`config.mk`:
```
export PLATFORM = sky130hd
export DESIGN_NAME = sp_delta_tracker
export DESIGN_NICKNAME = d
export VERILOG_FILES = /design/src/rtl/sp_trk_pkg.sv /design/src/rtl/sp_trk_decode.sv /design/src/rtl/sp_trk_delta.sv /design/src/rtl/sp_trk_count.sv /design/src/rtl/sp_delta_tracker.sv
export SDC_FILE = /design/constraint.sdc
export NUM_CORES = 1
export LEC_CHECK = 0
export BUFFER_PORTS_ARGS = -buffer_cell sky130_fd_sc_hd__buf_2
export CAP_MARGIN = 15
export CORE_MARGIN = 5
export CORE_UTILIZATION = 30
export CTS_CLUSTER_DIAMETER = 40
export DETAILED_ROUTE_END_ITERATION = 8
export GPL_TIMING_DRIVEN = 0
export PLACE_DENSITY = 0.58
export SLEW_MARGIN = 20
export SYNTH_ARGS = -nofsm -noshare
export SYNTH_HDL_FRONTEND = slang
export SYNTH_SLANG_ARGS = --single-unit
```
`constraint.sdc`:
```
create_clock -name clk -period 7.3 [get_ports clk]
set_input_delay 0.73 -clock clk [delete_from_list [all_inputs] [get_ports clk]]
set_output_delay 0.73 -clock clk [all_outputs]
set_load 0.05 [all_outputs]
```
`src/rtl/sp_trk_pkg.sv`:
```
package sp_trk_pkg;

    typedef enum logic [2:0] {
        OP_NONE = 3'd0,
        OP_PUSH = 3'd1,
        OP_POP  = 3'd2,
        OP_CALL = 3'd3,
        OP_RET  = 3'd4
    } stk_op_e;

    typedef struct packed {
        logic is_stack;  // push, pop, call or return
        logic down;      // pointer moves toward lower addresses
        logic wide;      // 4-byte operand
    } stk_dec_t;

    localparam int unsigned NARROW_BYTES = 2;
    localparam int unsigned WIDE_BYTES   = 4;

    function automatic stk_dec_t decode_kind(input logic [2:0] kind, input logic wide);
        stk_dec_t d;
        d.wide = wide;
        unique case (kind)
            OP_PUSH, OP_CALL: begin d.is_stack = 1'b1; d.down = 1'b1; end
            OP_POP,  OP_RET:  begin d.is_stack = 1'b1; d.down = 1'b0; end
            default:          begin d.is_stack = 1'b0; d.down = 1'b0; end
        endcase
        return d;
    endfunction

endpackage

```
`src/rtl/sp_trk_decode.sv`:
```
module sp_trk_decode
    import sp_trk_pkg::*;
(
    input  logic       in_valid,
    input  logic [2:0] in_kind,
    input  logic       in_wide,
    input  logic       flush,
    output logic       live,
    output stk_dec_t   dec
);
    always_comb begin
        live = in_valid && !flush;
        dec  = decode_kind(in_kind, in_wide);
        if (!live) begin
            dec.is_stack = 1'b0;
        end
    end
endmodule

```
`src/rtl/sp_trk_delta.sv`:
```
module sp_trk_delta
    import sp_trk_pkg::*;
#(
    parameter int unsigned OFF_W = 8
) (
    input  logic                    clk,
    input  logic                    rst,
    input  logic                    flush,
    input  logic                    live,
    input  stk_dec_t                dec,
    input  logic                    sp_explicit,
    output logic signed [OFF_W-1:0] base_off,
    output logic                    sync_req,
    output logic signed [OFF_W-1:0] sync_off
);
    localparam int unsigned SUM_W = OFF_W + 1;

    logic signed [OFF_W-1:0] off_q;
    logic signed [SUM_W-1:0] step;
    logic signed [SUM_W-1:0] trial;
    logic signed [SUM_W-1:0] sum;
    logic                    expl_sync;
    logic                    ovf;

    always_comb begin
        step = dec.wide ? SUM_W'(WIDE_BYTES) : SUM_W'(NARROW_BYTES);
        if (dec.down) begin
            step = -step;
        end
        if (!dec.is_stack) begin
            step = '0;
        end
        expl_sync = live && sp_explicit && (off_q != '0);
        trial     = SUM_W'(off_q) + step;
        ovf       = dec.is_stack && (trial[SUM_W-1] != trial[SUM_W-2]);
        sync_req  = expl_sync || ovf;
        sync_off  = off_q;
        base_off  = sync_req ? '0 : off_q;
        sum       = SUM_W'(base_off) + step;
    end

    always_ff @(posedge clk) begin
        if (rst || flush) begin
            off_q <= '0;
        end else if (dec.is_stack) begin
            off_q <= sum[OFF_W-1:0];
        end else if (sync_req) begin
            off_q <= '0;
        end
    end

    AST_FLUSH_CLEARS: assert property (@(posedge clk) disable iff (rst)
        flush |=> (off_q == '0));

    AST_STEP_APPLIED: assert property (@(posedge clk) disable iff (rst)
        (live && dec.is_stack && !sync_req && !flush)
            |=> (off_q == $past(off_q) + $past(step[OFF_W-1:0])));

    AST_SYNC_NONZERO: assert property (@(posedge clk) disable iff (rst)
        sync_req |-> (sync_off != '0));

    AST_EXPL_CLEAR: assert property (@(posedge clk) disable iff (rst)
        (live && sp_explicit && !dec.is_stack) |=> (off_q == '0));

    AST_EXPL_ZERO_QUIET: assert property (@(posedge clk) disable iff (rst)
        (live && sp_explicit && !dec.is_stack && (off_q == '0)) |-> !sync_req);

    AST_IDLE_HOLD: assert property (@(posedge clk) disable iff (rst)
        (!live && !flush) |=> (off_q == $past(off_q)));
endmodule

```
`src/rtl/sp_trk_count.sv`:
```
module sp_trk_count #(
    parameter int unsigned CNT_W = 16
) (
    input  logic             clk,
    input  logic             rst,
    input  logic             inc,
    output logic [CNT_W-1:0] cnt
);
    always_ff @(posedge clk) begin
        if (rst) begin
            cnt <= '0;
        end else if (inc) begin
            cnt <= cnt + CNT_W'(1);
        end
    end

    AST_CNT_STEP: assert property (@(posedge clk) disable iff (rst)
        inc |=> (cnt == $past(cnt) + CNT_W'(1)));

    AST_CNT_HOLD: assert property (@(posedge clk) disable iff (rst)
        !inc |=> $stable(cnt));
endmodule

```
`src/rtl/sp_delta_tracker.sv`:
```
module sp_delta_tracker
    import sp_trk_pkg::*;
#(
    parameter int unsigned OFF_W = 8,
    parameter int unsigned CNT_W = 16
) (
    input  logic             clk,
    input  logic             rst,
    input  logic             flush,
    input  logic             in_valid,
    input  logic [2:0]       in_kind,
    input  logic             in_wide,
    input  logic             in_sp_explicit,
    output logic             acc_valid,
    output logic [OFF_W-1:0] acc_offset,
    output logic             sync_req,
    output logic [OFF_W-1:0] sync_offset,
    output logic [CNT_W-1:0] absorbed_cnt,
    output logic [CNT_W-1:0] sync_cnt
);
    localparam int unsigned N_CNT = 2;

    logic                    live;
    stk_dec_t                dec;
    logic signed [OFF_W-1:0] base_off;
    logic signed [OFF_W-1:0] sync_off;
    logic [N_CNT-1:0]        cnt_inc;
    logic [CNT_W-1:0]        cnt_val [N_CNT];

    sp_trk_decode u_decode (
        .in_valid (in_valid),
        .in_kind  (in_kind),
        .in_wide  (in_wide),
        .flush    (flush),
        .live     (live),
        .dec      (dec)
    );

    sp_trk_delta #(.OFF_W(OFF_W)) u_delta (
        .clk         (clk),
        .rst         (rst),
        .flush       (flush),
        .live        (live),
        .dec         (dec),
        .sp_explicit (in_sp_explicit),
        .base_off    (base_off),
        .sync_req    (sync_req),
        .sync_off    (sync_off)
    );

    assign cnt_inc[0] = dec.is_stack;
    assign cnt_inc[1] = sync_req;

    for (genvar gi = 0; gi < N_CNT; gi++) begin : g_cnt
        sp_trk_count #(.CNT_W(CNT_W)) u_cnt (
            .clk (clk),
            .rst (rst),
            .inc (cnt_inc[gi]),
            .cnt (cnt_val[gi])
        );
    end

    assign acc_valid    = dec.is_stack;
    assign acc_offset   = base_off;
    assign sync_offset  = sync_off;
    assign absorbed_cnt = cnt_val[0];
    assign sync_cnt     = cnt_val[1];

    AST_FLUSH_QUIET: assert property (@(posedge clk) disable iff (rst)
        flush |-> (!acc_valid && !sync_req));
endmodule

```
==> out/results.txt, run 1 <==
core area: 8090 µm²
Max rail drop VDD: 0.0749 mV
CP Class: input pin to flip-flop
Routed Antenna Nets: 0
Resize count post-CTS: 0
area grow syn2layout: 21.2%
Max-Cap Viols: 0
CP Launch Point: in_kind[0]
status: finished, final reports clean
synthesized flop and latch total: 40
setup TNS: 0 ps
grt met3 use: 4.03%
Die Height: 100 µm
PortBufs: 58
met1 Use GR: 16.5%
Seq pwr share: 53.5%
DRT Wirelength: 6310 µm
gr usage total: 12.7%
most frequent cells in the layout: buf_2, nor2_1, dfxtp_1, nand2_1, nor2b_1
crit path launch type: input pin
sequential share of the synthesized area: 32.8%
CP Data Required Time: 7480 ps
Congestion Overflow GR: 0
CTS tree: built
Avg WL per Cell: 13.9 µm
Die Wd: 100 µm
Initial DRT Pass Iterations: 4
Initial Utilization: 30.2%
f_max: 0.193 GHz
Synth Net Count: 303
drt initial violations: 78
Worst path top cell family by delay: compound AO/OA/AOI/OAI gates
commonest non-fill, non-tap cell in the layout: buf_2
CTS Buf Count: 5
synth warn: 0
setup repair bufs after CTS: 0
# nets final: 368
Worst path max stage delay: 410 ps
DP HPWL: 4790 µm
LEAKAGE: 0.00142 µW
Hold/Removal Path Class: flip-flop to flip-flop
unrepaired setup endpoints after global routing: false
final core utilization: 36.6%
htree depth: 2
placed instance area: 2870 µm²
Syn Area/Cell: 8.67 µm²
WP buf/inv: 4
Final setup viols: 0
crit-path cells: buf_2 -> or3_1 -> nand3_1 -> buf_2 -> nor2_1 -> ha_1 -> nand2_1 -> o31ai_1 -> nand2_1 -> o311a_1 -> buf_4 -> buf_6 -> and3_1 -> ha_1 -> fa_1 -> a21o_1 -> a21oi_1 -> o21bai_1 -> a21oi_1 -> mux2i_1 -> a311oi_1 -> a21o_1
DR vias/cell: 4.87
Hold Fails Final Rpt: 0
clock power share: 38.8%
max-slew violations: 0
initial antenna violation count: 0
die area: 10100 µm²
global-route met2 utilization: 20.7%
diode count: 0
Max clock buf depth: 2
Psw: 105 µW
CP max FO: 10
Crit-path slowest cell: fa_1
fraction of the cycle the final worst path needs: 71.0%
row count: 33
Period minus WS final: 5180 ps
clock tree sinks: 40
Switching Share: 25.6%
Mapped Area: 2440 µm²
Crit Reg-Reg Startpoint: u_delta.sync_off[7]
GRT Max-Usage Layer: met2
layout cell share with drive strength beyond 1: 26.7%
Crit. End Element: flip-flop
Residual DRC: 0
Post-Synthesis Cells: 282
CP arrival: 5360 ps
Cell Pwr Density: 139 nW/µm²
Placer Congestion: 0.814
Clock transition at path regs: 80 ps
skew final: 15.3 ps
largest net degree at the start of global routing: 14
# hold bufs at CTS: 0
hold path start: g_cnt[0].u_cnt.cnt[14]
Tightest Pin Transition: 559 ps
synth unique cells: 51
I/O pin count: 59
post-synthesis async set-or-reset flop share: 0%
clock latency on the worst-skew pair: 290 ps
first-pass GRT wire length: 10500 µm
dominant synthesized flop cell: dfxtp_1
CTS root buffer: clkbuf_8
Combinational Power Share: 7.6%
Final Cell Area: 2960 µm²
Pint: 306 µW
vias in the first global route: 2221
number of flops mapped to enable cells by yosys: 0
vias: 2204
relative slew slack: 62.4%
[cell usage after synthesis, types with 2 or more instances]
cell type | number | area (µm²)
a21boi_0 | 2 | 15.0
a21o_1 | 5 | 37.5
a21oi_1 | 12 | 60.1
a21oi_2 | 9 | 78.8
a22o_1 | 3 | 26.3
and2_1 | 4 | 25.0
and3_1 | 11 | 68.8
and4_1 | 3 | 26.3
buf_6 | 6 | 67.6
clkbuf_1 | 7 | 26.3
dfxtp_1 | 40 | 801
ha_1 | 11 | 138
inv_1 | 4 | 15.0
mux2_1 | 9 | 101
mux2_2 | 5 | 56.3
mux2i_1 | 2 | 20.0
nand2_1 | 16 | 60.1
nand3_1 | 12 | 60.1
nand4_1 | 9 | 56.3
nor2_1 | 40 | 150
nor2b_1 | 15 | 93.8
o211a_1 | 2 | 20.0
o21ai_0 | 4 | 20.0
o2bb2ai_1 | 2 | 17.5
o31ai_1 | 2 | 15.0
or3_1 | 6 | 37.5
xnor2_1 | 6 | 52.6
xor2_1 | 12 | 105
[per-stage QoR]
stage               hold WS [ps]  total power (µW)  cells  setup slack, ps
finish                       507               411    453             2120
global route                 559               435    453             1890
CTS                          511               419    453             2160
detailed placement           497               257    445             1880
global placement             487               256    445             1980
floorplan                    706               247    282             2200
[metal layers]
metal | part of all wire (%) | vias up
met5 | 0 | -
met2 | 46 | 54
li1 | - | 1122
met4 | 0.73 | 0
met1 | 48 | 1022
met3 | 5.5 | 6
[final cells by class]
class / count / area, µm²
fillers: 862 / 5130
multi-input cells: 222 / 1520
flip-flops and latches: 40 / 801
repair buffers: 58 / 290
well taps: 105 / 131
plain buffers: 15 / 106
clock buffers: 6 / 82.6
inverters: 5 / 18.8
clock inverters: 2 / 13.8
[power by group through the flow]
stage,clock network (µW),registers (µW),logic [µW]
after floorplan,0,228,18.9
after global placement,0,225,31.0
after detailed placement,0,225,31.5
after CTS,167,220,31.7
after global routing,180,221,34.6
final,160,220,31.5
[state kept, by name, indices dropped and copies added, names as in the netlist]
name	cells
g_cnt.u_cnt.cnt	32
u_delta.sync_off	8
[cells by family (layout without fill, tap and decap cells)]
family | after synthesis | count (layout) | share of synthesized area, %
buf+inv | 20 | 86 | 5.12
mux | 16 | 16 | 7.27
xor+xnor | 18 | 18 | 6.45
simple gates | 127 | 127 | 27.3
fa+ha+maj | 12 | 12 | 6.45
flops | 40 | 40 | 32.8
compound gates | 49 | 49 | 14.7
[final timing paths]
kind                            endpoint  slack [ps]  depth (start not counted)
setup reg to reg     u_delta.sync_off[7]        2990                         17
setup / recovery     u_delta.sync_off[7]        2120                         22
hold reg to reg   g_cnt[0].u_cnt.cnt[14]         510                          2
hold / removal    g_cnt[0].u_cnt.cnt[14]         510                          2
[worst register-to-register path: cells and delay by family, from the launching register on]
kind / cells / cell delay [ps]
adders and majority gates: 3 / 960
buffers and inverters: 2 / 300
AOI/OAI and AO/OA: 8 / 1470
muxes: 1 / 250
and+or+nand+nor: 3 / 750
DFF: 1 / 480
Power figures use the tool's default switching activity.
==> run 2: changes to the inputs <==
==> constraint.sdc (replaced) <==
create_clock -name clk -period 5.1 [get_ports clk]
set_input_delay 0.51 -clock clk [delete_from_list [all_inputs] [get_ports clk]]
set_output_delay 0.51 -clock clk [all_outputs]
set_load 0.05 [all_outputs]
==> run 2 against run 1 <==
Against the previous run:
- register-to-register slack lost 2200 ps
- final cell count unchanged
- non-clock buffer count unchanged
- design area increased by 0.25%
- die area unchanged
- clock-buffer cell count unchanged
- sequential share of layout area decreased by 0.068 points
- setup slack lost 1900 ps
- via count rose by 0.23%
- routed wire length rose by 0.38%
- sequential cell count is the same
- combinational power is 44% higher
- largest cell class unchanged
==> out/results.txt, run 2 (synthesis gave the netlist of run 1 again) <==
Psw: 151 µW (+43%)
Die Height: 100 µm (unchanged)
row count: 33 (unchanged)
# hold bufs at CTS: 0 (unchanged)
Hold/Removal Path Class: flip-flop to flip-flop
DP HPWL: 4790 µm (unchanged)
layout cell share with drive strength beyond 1: 27.0% (+0.29 points)
clock power share: 38.8% (about the same)
Switching Share: 25.6% (+0.027 points)
Top reg by flops: g_cnt.u_cnt.cnt
Period minus WS final: 4850 ps
diode count: 0 (unchanged)
crit path launch type: input pin
Congestion Overflow GR: 0 (unchanged)
vias: 2209 (+0.23%)
skew final: 15.3 ps (-0.0859 ps)
Avg WL per Cell: 14.0 µm (+0.38%)
core area: 8090 µm² (unchanged)
DR vias/cell: 4.88 (+0.23%)
die area: 10100 µm² (unchanged)
Seq pwr share: 53.5% (about the same)
Max rail drop VDD: 0.107 mV (+43%)
drt initial violations: 75 (-3.8%)
Max clock buf depth: 2 (unchanged)
Residual DRC: 0 (unchanged)
area grow syn2layout: 21.5%
largest net degree at the start of global routing: 14 (unchanged)
fraction of the cycle the final worst path needs: 95.1%
LEAKAGE: 0.00142 µW (+0.25%)
Cell Pwr Density: 198 nW/µm² (+43%)
Max-Cap Viols: 0 (unchanged)
placed instance area: 2870 µm² (unchanged)
most frequent cells in the layout: buf_2, nor2_1, dfxtp_1, nand2_1, nor2b_1
clock latency on the worst-skew pair: 290 ps (about the same)
unrepaired setup endpoints after global routing: false
Pint: 438 µW (+43%)
Crit. End Element: flip-flop
initial antenna violation count: 0 (unchanged)
Resize count post-CTS: 0 (unchanged)
Die Wd: 100 µm (unchanged)
worst setup margin: 249 ps (-1870 ps)
Routed Antenna Nets: 0 (unchanged)
pre-CTS setup slack: -99.5 ps (-1980 ps)
vias in the first global route: 2221 (unchanged)
setup repair bufs after CTS: 0 (unchanged)
CP max FO: 10 (unchanged)
Combinational Power Share: 7.7% (about the same)
Final setup viols: 0 (unchanged)
Initial DRT Pass Iterations: 4 (unchanged)
Tot Pwr: 589 µW (+43%)
gr usage total: 12.7% (unchanged)
CTS root buffer: clkbuf_8
CP Class: input pin to flip-flop
max-slew violations: 0 (unchanged)
first-pass GRT wire length: 10500 µm (unchanged)
Initial Utilization: 30.2% (unchanged)
Clock transition at path regs: 80 ps (about the same)
area of the multi-input gates: 1520 µm² (+0.33%)
Placer Congestion: 0.814 (unchanged)
CTS Buf Count: 5 (unchanged)
clock tree sinks: 40 (unchanged)
CP Data Required Time: 5280 ps (-2200 ps)
PortBufs: 58 (unchanged)
relative slew slack: 62.4% (unchanged)
Hold Fails Final Rpt: 0 (unchanged)
CTS tree: built
commonest non-fill, non-tap cell in the layout: buf_2
Filler cells: 865 (+0.35%)
register area: 801 µm² (unchanged)
CP arrival: 5030 ps (-330 ps)
Tightest Pin Transition: 559 ps (unchanged)
I/O pin count: 59 (unchanged)
Final Cell Area: 2970 µm² (+0.25%)
# nets final: 368 (unchanged)
status: finished, final reports clean
DRT Wirelength: 6340 µm (+0.38%)
htree depth: 2 (unchanged)
Largest register FFs: 32 (unchanged)
f_max: 0.206 GHz
==> run 2: cell types whose count changed in the layout (fill, tap and decap cells not counted), sizes merged <==
cell / delta
clkbuf: +1
buf: -1
==> run 2: area by class of cell <==
type	instances	area share, %
Timing Repair Buffer	58	9.77
Clock buffer	6	2.78
Clock inverter	2	0.463
Inverter	5	0.632
Sequential cell	40	27.0
Multi-Input combinational cell	222	51.3
Buffer	15	3.66
Tap cell	105	4.42
==> run 2: per-stage QoR <==
step                      setup TNS (ps)  hold WS, ps  std cells  util (%)
after floorplan                        0          706        282         -
after global placement                 0          487        445      35.4
after detailed placement           -99.5          497        445      35.4
after CTS                              0          511        453      36.6
after global routing                   0          547        453      36.7
final                                  0          507        453      36.7
==> run 2: final timing paths <==
kind | from | slack (ps) | end | cells past startpoint
max | in_kind[0] | 250 | u_delta.sync_off[7] | 22
min | g_cnt[0].u_cnt.cnt[14] | 510 | g_cnt[0].u_cnt.cnt[14] | 2
max reg2reg | u_delta.sync_off[7] | 790 | u_delta.sync_off[7] | 17
min reg2reg | g_cnt[0].u_cnt.cnt[14] | 510 | g_cnt[0].u_cnt.cnt[14] | 2
==> run 2: power groups by stage <==
stage          combinational (µW)  clock [µW]  sequential, µW
2_1_floorplan                27.0           0             326
3_3_place_gp                 44.4           0             323
3_5_place_dp                 45.2           0             323
4_1_cts                      45.4         239             315
5_1_grt                      49.8         257             316
6_report                     45.4         229             315
==> run 2: critical path, stage by stage <==
cell and delay, ps:
buf_2 110, or3_1 360, nand3_1 190, clkbuf_4 250
nor2_1 110, ha_1 280, nand2_1 80, o31ai_2 280
nand2_1 100, o311a_1 350, buf_4 170, buf_6 140
and3_1 200, ha_1 230, fa_1 410, a21o_1 200
a21oi_1 230, o21bai_1 90, a21oi_1 230, mux2i_1 250
a311oi_1 80, a21o_1 170
==> run 2: per-layer routing <==
layer | global-route usage, % | routed length [µm]
met1 | 16.5 | 3030
met2 | 20.7 | 2920
met3 | 4.03 | 348
met4 | 2.59 | 46
met5 | 0 | 0
==> run 3: changes to the inputs <==
--- a/config.mk
+++ b/config.mk
@@ -5,6 +5,7 @@
 export SDC_FILE = /design/constraint.sdc
 export NUM_CORES = 1
 export LEC_CHECK = 0
+export ABC_AREA = 1
 export BUFFER_PORTS_ARGS = -buffer_cell sky130_fd_sc_hd__buf_2
 export CAP_MARGIN = 15
 export CORE_MARGIN = 5
==> run 3 against run 2 <==
Against the previous run:
- critical path depth up 5
- setup slack improved by 250 ps
- hold slack worse by 56 ps
- synthesized area fell by 1.1%
- clock skew fell by 7.1 ps
- global-route usage is 0.75 points higher
- combinational power grew 44%
- design area fell by 0.80%
- sequential share of layout area grew 0.22 points
- critical path type unchanged
==> out/results.txt, run 3 <==
Initial Utilization: 31.0% (+0.75 points)
vias in the first global route: 2414 (+8.7%)
Period minus WS final: 4600 ps (-250 ps)
Final setup viols: 0 (unchanged)
first-pass GRT wire length: 11100 µm (+5.2%)
Max-Cap Viols: 0 (unchanged)
clock tree sinks: 40 (unchanged)
synth unique cells: 38 (-25%)
Min Hold Slack: 451 ps (-55.8 ps)
DRT Wirelength: 6570 µm (+3.6%)
commonest non-fill, non-tap cell in the layout: nand2_1
Clock transition at path regs: 80 ps (about the same)
Worst path top cell family by delay: buffers and inverters
Die Height: 99.8 µm (-0.51%)
die area: 9950 µm² (-1.0%)
Die Wd: 99.8 µm (-0.51%)
htree depth: 2 (unchanged)
CTS Buf Count: 5 (unchanged)
Cell Pwr Density: 217 nW/µm² (+9.5%)
largest net degree at the start of global routing: 13 (-1)
Post-Synthesis Cells: 354 (+26%)
Routed Antenna Nets: 0 (unchanged)
dominant synthesized flop cell: dfxtp_1
synth warn: 0 (unchanged)
Max clock buf depth: 2 (unchanged)
relative slew slack: 63.4% (+1.0 points)
DP HPWL: 5040 µm (+5.3%)
I/O pin count: 59 (unchanged)
CTS root buffer: clkbuf_8
Congestion Overflow GR: 0 (unchanged)
CP Data Required Time: 5340 ps (+60 ps)
CTS tree: built
most frequent CP cell: nand2_1
Mapped Area: 2420 µm² (-1.1%)
clock latency on the worst-skew pair: 290 ps (about the same)
synthesized flop and latch total: 40 (unchanged)
crit path launch type: input pin
DR vias/cell: 4.74 (-2.8%)
sequential share of the synthesized area: 33.1% (+0.37 points)
unrepaired setup endpoints after global routing: false
row count: 32 (-3.0%)
Hold Fails Final Rpt: 0 (unchanged)
max-slew violations: 0 (unchanged)
drt initial violations: 129 (+72%)
area grow syn2layout: 21.9%
Residual DRC: 0 (unchanged)
skew final: 8.15 ps (-7.11 ps)
core area: 7810 µm² (-3.5%)
placed instance area: 2840 µm² (-1.1%)
most frequent cells in the layout: nand2_1, buf_2, inv_1, nor2_1
Synth Net Count: 375 (+24%)
CP Class: input pin to flip-flop
CP max FO: 10 (unchanged)
gr usage total: 13.5% (+0.75 points)
Resize count post-CTS: 0 (unchanged)
Crit. End Element: flip-flop
# hold bufs at CTS: 0 (unchanged)
setup TNS: 0 ps (unchanged)
Syn Area/Cell: 6.83 µm² (-21%)
Top reg by flops: g_cnt.u_cnt.cnt
Synth top area share: 33.1% (+0.37 points)
fraction of the cycle the final worst path needs: 90.2% (-4.9 points)
Final Cell Area: 2950 µm² (-0.80%)
setup repair bufs after CTS: 0 (unchanged)
f_max: 0.217 GHz (+5.4%)
Largest register FFs: 32 (unchanged)
Avg WL per Cell: 12.6 µm (-10%)
Tightest Pin Transition: 549 ps (-9.95 ps)
WP buf/inv: 5 (+1)
layout cell share with drive strength beyond 1: 20.7% (-6.3 points)
CP arrival: 4840 ps (-190 ps)
post-synthesis async set-or-reset flop share: 0% (unchanged)
Max rail drop VDD: 0.0856 mV (-20%)
LEAKAGE: 0.00138 µW (-2.8%)
initial antenna violation count: 0 (unchanged)
most common library cells after synthesis: nand2_1, inv_1, nor2_1, a21oi_1, dfxtp_1
# nets final: 440 (+20%)
top post-synthesis cells by area: dfxtp_1, nand2_1, a21oi_1
status: finished, final reports clean
Worst path max stage delay: 440 ps (+30 ps)
most frequent cell after synthesis: nand2_1
Initial DRT Pass Iterations: 4 (unchanged)
PortBufs: 58 (unchanged)
number of flops mapped to enable cells by yosys: 0 (unchanged)
diode count: 0 (unchanged)
Crit-path slowest cell: clkbuf_1
vias: 2475 (+12%)
Yosys top cell by area: dfxtp_1
Hold/Removal Path Class: flip-flop to flip-flop
Placer Congestion: 0.889 (+9.2%)
## run 3: routing by layer
metal	global-route usage, %	part of all wire [%]
met5	0	0
met3	2.95	4.2
met4	3.68	0.87
met2	23.3	49
met1	16.8	46
## run 3: report_power, final
| group | switching (µW) | internal [µW] | total [µW] |
|---|---|---|---|
| clock | 112 | 145 | 257 |
| sequential | 3.69 | 314 | 318 |
| combinational | 47.5 | 17.8 | 65.2 |
## run 3: stage by stage
step	setup WS [ps]	power (µW)	util, %	std cells
after floorplan	790	371	-	354
after CTS	468	651	37.7	522
final	498	640	37.7	522
after global placement	212	390	36.3	514
after detailed placement	165	391	36.3	514
after global routing	68.1	674	37.7	522
## run 3: final timing paths
path | cells after the start | endpoint | slack [ps] | startpoint
max | 27 | u_delta.sync_off[7] | 500 | in_kind[0]
min | 1 | g_cnt[0].u_cnt.cnt[15] | 450 | g_cnt[0].u_cnt.cnt[15]
max reg2reg | 20 | u_delta.sync_off[7] | 1840 | u_delta.sync_off[6]
min reg2reg | 1 | g_cnt[0].u_cnt.cnt[15] | 450 | g_cnt[0].u_cnt.cnt[15]
## run 3: cell families after synthesis
| family | count (synthesis) | share of synthesized area (%) |
|---|---|---|
| flops | 40 | 33.1 |
| fa+ha+maj | 12 | 6.52 |
| buf+inv | 56 | 9.89 |
| xor+xnor | 8 | 2.90 |
| compound gates | 66 | 14.5 |
| simple gates | 172 | 33.0 |
## run 3: layout make-up
cell class                      instances  area, µm²
Fill cell                             866       4860
Multi-Input combinational cell        258       1380
Sequential cell                        40        801
Timing Repair Buffer                   58        290
Inverter                               46        173
Tap cell                              102        128
Clock buffer                            6       72.6
Buffer                                 10       66.3
Clock inverter                          2       35.0
